--- config.mk ---
export PLATFORM = sky130hd
export DESIGN_NAME = ipc_mailbox
export DESIGN_NICKNAME = d
export VERILOG_FILES = /design/src/rtl/ipc_mailbox_pkg.sv /design/src/rtl/ipc_mailbox_ctrl.sv /design/src/rtl/ipc_mailbox_regs.sv /design/src/rtl/ipc_mailbox.sv
export SDC_FILE = /design/constraint.sdc
export NUM_CORES = 1
export LEC_CHECK = 0
export BUFFER_PORTS_ARGS = -buffer_cell sky130_fd_sc_hd__clkbuf_2
export CELL_PAD_IN_SITES_DETAIL_PLACEMENT = 0
export CELL_PAD_IN_SITES_GLOBAL_PLACEMENT = 1
export CORE_MARGIN = 3
export CORE_UTILIZATION = 45
export DETAILED_ROUTE_END_ITERATION = 16
export GPL_ROUTABILITY_DRIVEN = 0
export PLACE_DENSITY = 0.78
export SYNTH_ARGS = -nofsm -noshare
export SYNTH_HDL_FRONTEND = slang
export SYNTH_SLANG_ARGS = --single-unit
--- constraint.sdc ---
create_clock -name clk -period 4.1 [get_ports clk]
set_clock_uncertainty 0.2 [all_clocks]
set_input_delay 0.205 -clock clk [delete_from_list [all_inputs] [get_ports clk]]
set_output_delay 0.205 -clock clk [all_outputs]
set_load 0.01 [all_outputs]
--- src/rtl/ipc_mailbox_pkg.sv ---
package ipc_mailbox_pkg;
  localparam int REG_W = 3;

  typedef enum logic [REG_W-1:0] {
    REG_SRC  = 3'd0,
    REG_DST  = 3'd1,
    REG_MODE = 3'd2,
    REG_MASK = 3'd3,
    REG_SEND = 3'd4,
    REG_DATA = 3'd5,
    REG_DCLR = 3'd6
  } mboxReg_e;

  // Strobes from control to datapath for one mailbox
  typedef struct packed {
    logic claim;
    logic drop;
    logic wrDst;
    logic wrMode;
    logic wrMask;
    logic wrSend;
    logic wrData;
    logic clrDst;
    logic finAck;
    logic finIdle;
    logic linkOut;
    logic linkIn;
  } mboxStb_t;
endpackage

--- src/rtl/ipc_mailbox_ctrl.sv ---
module ipc_mailbox_ctrl
  import ipc_mailbox_pkg::*;
#(
  parameter int NUM_MBOX = 4,
  parameter int NUM_CH   = 4,
  parameter int DATA_W   = 32,
  parameter int ADDR_W   = 6
) (
  input  logic                               busValid,
  input  logic                               busWrite,
  input  logic [ADDR_W-1:0]                  busAddr,
  input  logic [NUM_CH-1:0]                  busChan,
  input  logic [DATA_W-1:0]                  busWdata,
  input  logic [NUM_MBOX-1:0][NUM_CH-1:0]    srcAll,
  input  logic [NUM_MBOX-1:0][NUM_CH-1:0]    dstAll,
  input  logic [NUM_MBOX-1:0][1:0]           modeAll,
  input  logic [NUM_MBOX-1:0][1:0]           sendAll,
  output mboxStb_t [NUM_MBOX-1:0]            stb
);
  localparam int MB_W = (NUM_MBOX > 1) ? $clog2(NUM_MBOX) : 1;

  logic            mboxWr;
  logic [MB_W-1:0] idx;
  mboxReg_e        regSel;
  logic            oneHotVal;
  logic [NUM_MBOX-1:0] linkReq;

  assign mboxWr    = busValid && busWrite && !busAddr[ADDR_W-1];
  assign idx       = busAddr[REG_W +: MB_W];
  assign regSel    = mboxReg_e'(busAddr[REG_W-1:0]);
  assign oneHotVal = (busWdata[DATA_W-1:NUM_CH] == '0) && $onehot(busWdata[NUM_CH-1:0]);

  for (genvar m = 0; m < NUM_MBOX; m++) begin : g_mbox
    logic sel, owner, hit, last, linkFromPrev;

    assign sel   = mboxWr && (idx == MB_W'(m));
    assign owner = (srcAll[m] != '0) && (srcAll[m] == busChan);
    assign hit   = sel && (regSel == REG_DCLR) && sendAll[m][0] && ((dstAll[m] & busChan) != '0);
    assign last  = hit && ((dstAll[m] & ~busChan) == '0);

    if (m < NUM_MBOX - 1) begin : g_link
      assign linkReq[m] = last && modeAll[m][1];
    end else begin : g_nolink
      assign linkReq[m] = 1'b0;
    end

    if (m > 0) begin : g_prev
      assign linkFromPrev = linkReq[m-1];
    end else begin : g_first
      assign linkFromPrev = 1'b0;
    end

    always_comb begin
      stb[m]         = '0;
      stb[m].claim   = sel && (regSel == REG_SRC) && (srcAll[m] == '0) && oneHotVal;
      stb[m].drop    = sel && (regSel == REG_SRC) && owner && (busWdata == '0);
      stb[m].wrDst   = sel && owner && (regSel == REG_DST);
      stb[m].wrMode  = sel && owner && (regSel == REG_MODE);
      stb[m].wrMask  = sel && owner && (regSel == REG_MASK);
      stb[m].wrSend  = sel && owner && (regSel == REG_SEND);
      stb[m].wrData  = sel && owner && (regSel == REG_DATA);
      stb[m].clrDst  = hit;
      stb[m].linkOut = linkReq[m];
      stb[m].finAck  = last && !linkReq[m] && modeAll[m][0];
      stb[m].finIdle = last && !linkReq[m] && !modeAll[m][0];
      stb[m].linkIn  = linkFromPrev;
    end
  end
endmodule

--- src/rtl/ipc_mailbox_regs.sv ---
module ipc_mailbox_regs
  import ipc_mailbox_pkg::*;
#(
  parameter int NUM_MBOX = 4,
  parameter int NUM_CH   = 4,
  parameter int DATA_W   = 32,
  parameter int ADDR_W   = 6
) (
  input  logic                               clk,
  input  logic                               rst,
  input  logic [ADDR_W-1:0]                  busAddr,
  input  logic [NUM_CH-1:0]                  busChan,
  input  logic [DATA_W-1:0]                  busWdata,
  input  mboxStb_t [NUM_MBOX-1:0]            stb,
  output logic [NUM_MBOX-1:0][NUM_CH-1:0]    srcAll,
  output logic [NUM_MBOX-1:0][NUM_CH-1:0]    dstAll,
  output logic [NUM_MBOX-1:0][1:0]           modeAll,
  output logic [NUM_MBOX-1:0][1:0]           sendAll,
  output logic [NUM_MBOX-1:0][DATA_W-1:0]    dataAll,
  output logic [NUM_CH-1:0]                  irq,
  output logic [DATA_W-1:0]                  busRdata
);
  localparam int MB_W = (NUM_MBOX > 1) ? $clog2(NUM_MBOX) : 1;
  localparam int CH_W = (NUM_CH > 1) ? $clog2(NUM_CH) : 1;

  logic [NUM_MBOX-1:0][NUM_CH-1:0] maskAll;
  logic [NUM_MBOX-1:0][NUM_CH-1:0] rawAll;
  logic [NUM_CH-1:0][NUM_MBOX-1:0] rawByCh;
  logic [NUM_CH-1:0][NUM_MBOX-1:0] maskedByCh;

  for (genvar m = 0; m < NUM_MBOX; m++) begin : g_mbox
    always_ff @(posedge clk) begin
      if (rst) begin
        srcAll[m]  <= '0;
        dstAll[m]  <= '0;
        modeAll[m] <= '0;
        maskAll[m] <= '0;
        sendAll[m] <= '0;
        dataAll[m] <= '0;
      end else begin
        if (stb[m].claim)  srcAll[m]  <= busWdata[NUM_CH-1:0];
        if (stb[m].wrDst)  dstAll[m]  <= busWdata[NUM_CH-1:0];
        if (stb[m].clrDst) dstAll[m]  <= dstAll[m] & ~busChan;
        if (stb[m].wrMode) modeAll[m] <= busWdata[1:0];
        if (stb[m].wrMask) maskAll[m] <= busWdata[NUM_CH-1:0];
        if (stb[m].wrSend) sendAll[m] <= busWdata[1:0];
        if (stb[m].wrData) dataAll[m] <= busWdata;
        if (stb[m].finAck) sendAll[m] <= 2'b10;
        if (stb[m].finIdle || stb[m].linkOut) sendAll[m] <= 2'b00;
        if (stb[m].linkIn) sendAll[m] <= 2'b01;
        if (stb[m].drop) begin
          srcAll[m]  <= '0;
          sendAll[m] <= '0;
          dataAll[m] <= '0;
        end
      end
    end

    assign rawAll[m] = (sendAll[m][0] ? dstAll[m] : '0) | (sendAll[m][1] ? srcAll[m] : '0);

    for (genvar c = 0; c < NUM_CH; c++) begin : g_ch
      assign rawByCh[c][m]    = rawAll[m][c];
      assign maskedByCh[c][m] = rawAll[m][c] & maskAll[m][c];
    end
  end

  for (genvar c = 0; c < NUM_CH; c++) begin : g_irq
    assign irq[c] = |maskedByCh[c];
  end

  // Same-cycle read mux
  logic [MB_W-1:0] idx;
  logic [CH_W-1:0] chSel;
  mboxReg_e        regSel;

  assign idx    = busAddr[REG_W +: MB_W];
  assign chSel  = busAddr[CH_W-1:0];
  assign regSel = mboxReg_e'(busAddr[REG_W-1:0]);

  always_comb begin
    busRdata = '0;
    if (busAddr[ADDR_W-1]) begin
      busRdata[NUM_MBOX-1:0] = busAddr[CH_W] ? maskedByCh[chSel] : rawByCh[chSel];
    end else begin
      case (regSel)
        REG_SRC:  busRdata[NUM_CH-1:0] = srcAll[idx];
        REG_DST:  busRdata[NUM_CH-1:0] = dstAll[idx];
        REG_MODE: busRdata[1:0]        = modeAll[idx];
        REG_MASK: busRdata[NUM_CH-1:0] = maskAll[idx];
        REG_SEND: busRdata[1:0]        = sendAll[idx];
        REG_DATA: busRdata             = dataAll[idx];
        default:  busRdata             = '0;
      endcase
    end
  end
endmodule

--- src/rtl/ipc_mailbox.sv ---
module ipc_mailbox
  import ipc_mailbox_pkg::*;
#(
  parameter int NUM_MBOX = 4,
  parameter int NUM_CH   = 4,
  parameter int DATA_W   = 32,
  parameter int ADDR_W   = 1 + ((NUM_MBOX > 1) ? $clog2(NUM_MBOX) : 1) + 3
) (
  input  logic              clk,
  input  logic              rst,
  input  logic              busValid,
  input  logic              busWrite,
  input  logic [ADDR_W-1:0] busAddr,
  input  logic [NUM_CH-1:0] busChan,
  input  logic [DATA_W-1:0] busWdata,
  output logic [DATA_W-1:0] busRdata,
  output logic [NUM_CH-1:0] irq
);
  mboxStb_t [NUM_MBOX-1:0]          stb;
  logic [NUM_MBOX-1:0][NUM_CH-1:0]  srcAll;
  logic [NUM_MBOX-1:0][NUM_CH-1:0]  dstAll;
  logic [NUM_MBOX-1:0][1:0]         modeAll;
  logic [NUM_MBOX-1:0][1:0]         sendAll;
  logic [NUM_MBOX-1:0][DATA_W-1:0]  dataAll;

  ipc_mailbox_ctrl #(
    .NUM_MBOX(NUM_MBOX), .NUM_CH(NUM_CH), .DATA_W(DATA_W), .ADDR_W(ADDR_W)
  ) u_ctrl (
    .busValid(busValid), .busWrite(busWrite), .busAddr(busAddr),
    .busChan(busChan), .busWdata(busWdata),
    .srcAll(srcAll), .dstAll(dstAll), .modeAll(modeAll), .sendAll(sendAll),
    .stb(stb)
  );

  ipc_mailbox_regs #(
    .NUM_MBOX(NUM_MBOX), .NUM_CH(NUM_CH), .DATA_W(DATA_W), .ADDR_W(ADDR_W)
  ) u_regs (
    .clk(clk), .rst(rst), .busAddr(busAddr), .busChan(busChan),
    .busWdata(busWdata), .stb(stb),
    .srcAll(srcAll), .dstAll(dstAll), .modeAll(modeAll), .sendAll(sendAll),
    .dataAll(dataAll), .irq(irq), .busRdata(busRdata)
  );
endmodule

==> results.toml, run 1 <==
[power]
power_leakage_uw = 0.00435
powerDensity_nw_per_um2 = 326
total_power_uw = 3760
worst_ir_drop_vdd_v = 0.000296

[worst_setup_path]
critPathMaxFanout = 45
cp.arrival_ps = 2660
cp_common_cell = "buf_4"
worstSetupStartpointType = "input pin"
critical_path.cell_chain = "buf_4, buf_4, mux4_2, a22o_1, a221oi_1, a41oi_1, clkbuf_2"
critical_path.max_stage_delay_ps = 600
reg2reg_to = "u_regs.maskAll[7]"
worstReg2RegStart = "u_regs.srcAll[5]"
end_kind = "output port"
reg2regPathDepth = 5
cp.required_ps = 3690
worstSetupPathType = "in -> out"
slowest_stage = "mux4_2"
reg2reg_slack_ps = 1410

[yosys]
syn_inst = 1117
synth_common_cells = "dfxtp_1, nand2_1, nor2_1"
ys_ff_latch = 192
seq_area_frac_synth_pct = 37.9
synth_cell_type_count = 71
syn-cell-area_um2 = 10100
ys_async_sr_fraction_pct = 0
syn_avg_cell_area_um2 = 9.07
yosys-top-cells-area = "dfxtp_1, mux2i_1, mux4_2, nand2_1, nor2_1"
synth.most_common_cell = "dfxtp_1"
synth_edf_count = 0
synth_top_area_share_pct = 37.9
yosys_warnings = 0
synth-main-ff-cell = "dfxtp_1"
synth_nets = 1169
yosys.area.top_type = "dfxtp_1"

[global_routing]
grt_max_degree = 46
grt_pass1_vias = 8406
grt_usage_pct = 25.6
grt_pass1_wl_um = 48400
antenna_found_initial = 0
overflow = 0

[placement]
port_buffers = 81
dp_cells = 1413
place_ws_ps = 985
place_area_um2 = 10700
dp_hpwl_um = 20700

[final_layout]
area_growth_pct = 14.0
fillers = 2050
antenna_cells = 0
stdcell_count = 1473
nets = 1232
final_cell_area_um2 = 11600
drive_gt1_share_pct = 16.8

[worst_hold_path]
hp-start = "busWdata[2]"
whs_path_depth = 4
hold_class = "in -> reg"
holdPathEnd = "u_regs.dataAll[98]"

[cts]
h-tree-depth = 4
cts_root_buf = "clkbuf_16"
clk_latency_ps = 430
tritoncts = "done"
cts_sinks = 192
clk_path_buf_depth = 2
path_clk_slew_ps = 70
cts_buffers = 17

[routing]
drt-total-wl_um = 31200
first_pass_iters = 5
drc = 0
wire_per_inst_um = 21.2
antenna_left = 0
drt_iter0_drc = 849
vias = 8776
routed_via_density = 5.96

[timing]
rsz0062_at_grt = "no"
post-route-period-util_pct = 74.8
hold_violations = 0
max_slew_margin_pct = 30.0
slew_viol_final = 0
tightestPinTransition_ps = 1050
finalSetupViolCount = 0
max_freq_mhz = 326
tns_ps = 0
post-route-worst-setup-slack_ps = 1030
finalCriticalPeriod_ps = 3070

[floorplanning]
die_h_um = 156
row_count = 54
die-area_um2 = 24400
start_util_pct = 46.1
die_x_um = 156
io_pins = 82
core_um2 = 22000

[outcome]
status = "finished, final reports clean"

[run]
maxCapViolCount = 0
-- metal layers --
layer / vias to the layer above / GRT usage, % / wire length, um
li1: 4121 / - / -
met5: - / 0 / 0
met4: 0 / 9.25 / 940
met3: 67 / 5.49 / 2170
met1: 4236 / 35.6 / 14100
met2: 352 / 39.4 / 13900
-- report_power, final --
| group | internal (uW) | switching, uW |
|---|---|---|
| logic | 95.4 | 192 |
| registers | 1860 | 0.00000000215 |
| clock network | 808 | 806 |
-- cell families after synthesis --
| group | synth area share (%) |
|---|---|
| buf+inv | 4.62 |
| xor+xnor | 1.30 |
| flops | 37.9 |
| fa+ha+maj | 0.815 |
| simple gates | 21.5 |
| compound gates | 13.4 |
| mux | 20.4 |
-- final cells by class --
type | instances | area [um2] | share of cell area, %
multi-input cells | 821 | 5840 | 50.5
flip-flops and latches | 192 | 3840 | 33.3
repair buffers | 129 | 876 | 7.58
clock buffers | 17 | 425 | 3.68
well taps | 280 | 350 | 3.03
clock inverters | 15 | 149 | 1.29
inverters | 19 | 71.3 | 0.617
-- sequential cells by signal, summed over array words and instances (netlist names) --
signal / flops
u_regs.dataAll: 128
u_regs.dstAll: 16
u_regs.maskAll: 16
u_regs.modeAll: 8
u_regs.sendAll: 8
u_regs.srcAll: 16
-- repair_timing --
action / in CTS / in global routing
setup buffers: 0 / 0
hold endpoints to repair: 112 / 0
gates resized for setup: 0 / 0
hold buffers: 28 / 0
-- placed cells by master (no fill, tap or decap), types with 6 or more instances in the layout --
master / n
o211ai_1: 10
clkbuf_16: 17
nand2b_1: 14
buf_4: 18
o21ai_0: 13
a22o_1: 14
nand2_1: 156
a22oi_1: 17
nor2_1: 123
a41oi_1: 8
dlygate4sd3_1: 28
nor3_1: 10
nor2b_1: 55
dfxtp_1: 192
nand3_1: 19
a21oi_1: 91
a31oi_1: 14
mux4_2: 43
xor2_1: 11
nand4_1: 6
inv_1: 18
nor4_1: 20
mux2i_1: 103
clkbuf_2: 79
-- how the worst max path moves through the flow --
| stage | slack [ps] | to | start | cells after the start |
|---|---|---|---|---|
| 3_5_place_dp | 980 | u_regs.srcAll[6] | busWdata[0] | 10 |
| 5_1_grt | 850 | busRdata[3] | busAddr[3] | 7 |
| 4_1_cts | 990 | busRdata[3] | busAddr[3] | 7 |
| 6_report | 1030 | busRdata[3] | busAddr[3] | 7 |
| 2_1_floorplan | 1090 | u_regs.srcAll[6] | busWdata[3] | 10 |
| 3_3_place_gp | 980 | u_regs.srcAll[6] | busWdata[0] | 10 |
-- critical path: cells and delay by family --
family | cells | cell delay [ps]
AO/OA/AOI/OAI | 3 | 610
multiplexers | 1 | 600
buffers and inverters | 3 | 1210
-- per-stage QoR --
step | utilization (%) | hold slack, ps
floorplan | - | 141
finish | 52.6 | 115
global route | 52.6 | 132
detailed placement | 48.7 | 246
global placement | 48.7 | 238
CTS | 52.6 | 102
Note: power is estimated with default switching activity, not from simulation.
==> run 2: changes to the inputs <==
- CORE_UTILIZATION: 45 -> 42
- PLACE_DENSITY: 0.78 -> 0.76
- clock period: 4.1 -> 2.6 ns (I/O delays scaled with it)
==> run 2 against run 1 <==
Compared with the run above:
- via count increased by 3.3%
- hold slack lost 58 ps
- total power is 63% higher
- critical endpoint is now busRdata[0]
==> results.toml, run 2 (synthesized netlist as in run 1, its figures left out) <==
[final_layout]
drive_gt1_share_pct = 21.8
area_growth_pct = 21.0
post-route-util_pct = 51.9
final_cell_mix = "dfxtp_1, nand2_1, nor2_1"
final_common_cell = "dfxtp_1"
antenna_cells = 0
largest_register_ffs = 128
final_cell_area_um2 = 12300
nets = 1289
largest_register = "u_regs.dataAll"

[power]
p_comb_share_pct = 8.5
internal_power_uw = 4450
power_switching_uw = 1680
seqPwrFrac_pct = 48.0
power_frac_clock_pct = 43.6
worst_ir_drop_vdd_v = 0.000407
p_sw_share_pct = 27.4
power_leakage_uw = 0.00469
powerDensity_nw_per_um2 = 499

[timing]
hold_violations = 0
slew_viol_final = 0
tightestPinTransition_ps = 792
hold_slack_ps = 56.7
post-route-period-util_pct = 98.5
finalCriticalPeriod_ps = 2560
max_slew_margin_pct = 45.8
max_freq_mhz = 391
finalSetupViolCount = 0

[routing]
vias = 9064
drc = 0
routed_via_density = 5.78
first_pass_iters = 5
drt_iter0_drc = 692
drt-total-wl_um = 32800
wire_per_inst_um = 20.9
antenna_left = 0

[global_routing]
grt_usage_pct = 25.2
grt_max_degree = 39
antenna_found_initial = 0
grt_pass1_vias = 8852
grt_pass1_wl_um = 51200
overflow = 0

[placement]
port_buffers = 81
dp_hpwl_um = 22200
place_area_um2 = 11300

[worst_setup_path]
end_kind = "output port"
worstSetupStartpointType = "flip-flop"
critPathMaxFanout = 5
critical_path.max_stage_delay_ps = 440
worstSetupPathType = "reg -> out"
slowest_stage = "or4_1"
cp.arrival_ps = 2230
critical_path.cell_chain = "mux2i_1, or4_1, a41oi_2, a2111oi_4, buf_4, a41oi_1, clkbuf_2"
cp.required_ps = 2270

[cts]
cts_sinks = 192
cts_root_buf = "clkbuf_16"
clk_path_buf_depth = 2
h-tree-depth = 4
clk_latency_ps = 440
path_clk_slew_ps = 80
tritoncts = "done"
cts_buffers = 17

[floorplanning]
io_pins = 82
start_util_pct = 42.9
row_count = 56
die_h_um = 161
core_um2 = 23600
die-area_um2 = 26000
die_x_um = 161

[run]
maxCapViolCount = 0

[worst_hold_path]
hold_class = "in -> reg"

[outcome]
status = "finished, final reports clean"
run 2: cell count changes in the layout (fill, tap and decap cells not counted), moves of 4 or more:
| cell | change |
|---|---|
| dlygate4sd3_1 | +4 |
| dfxtp_2 | +9 |
| dfxtp_1 | -9 |
| buf_4 | +45 |
| buf_12 | +7 |
run 2: worst max-delay path: cells and delay by family, from the launching register on:
kind                   cells  cell delay (ps)
and+or+nand+nor            1              440
buffers and inverters      2              330
AOI/OAI and AO/OA          3              490
DFF                        1              400
muxes                      1              130
run 2: through the flow:
step	setup TNS, ps	std cells	setup slack [ps]	total power [uW]
final	0	1569	39.6	6120
after global routing	-23.6	1569	-23.6	6330
after CTS	0	1569	24.4	6180
after detailed placement	0	1505	148	3470
after global placement	0	1505	183	3470
after floorplan	0	1117	5.47	3260
run 2: area by class of cell:
cell class	instances	area (um2)
multi-input combinational	821	5920
timing repair buffer	186	1410
inverter	19	71.3
tap	319	399
sequential	192	3850
clock inverter	15	190
clock buffer	17	425
fill	2197	11300
run 2: routing by layer:
metal | GRT usage, % | share of wire, % | vias to the layer above
li1 | - | - | 4233
met1 | 34.6 | 44 | 4439
met2 | 40.7 | 47 | 332
met3 | 3.95 | 6.5 | 60
met4 | 8.53 | 2.4 | 0
met5 | 0 | 0 | -
run 2: worst paths after layout:
| path | startpoint | endpoint | slack (ps) | depth (start not counted) |
|---|---|---|---|---|
| hold / removal | busChan[1] | u_regs.dstAll[13] | 60 | 4 |
| hold reg to reg | u_regs.dataAll[103] | u_regs.dataAll[103] | 260 | 2 |
| setup reg to reg | u_regs.srcAll[15] | u_regs.dataAll[97] | 220 | 6 |
| setup / recovery | u_regs.srcAll[8] | busRdata[0] | 40 | 7 |
run 2: what timing repair did:
item	in CTS	in global routing
buffers inserted	0	0
resized for setup	9	12
hold buffers	32	0
hold endpoints to repair	127	0
pin swaps	1	5
setup endpoints to repair	2	7
run 2: power by group through the flow:
stage | sequential [uW] | clock [uW] | combinational (uW)
2_1_floorplan | 3010 | 0 | 249
3_3_place_gp | 3010 | 0 | 463
3_5_place_dp | 3010 | 0 | 462
4_1_cts | 2940 | 2740 | 504
5_1_grt | 2940 | 2840 | 550
6_report | 2940 | 2670 | 518
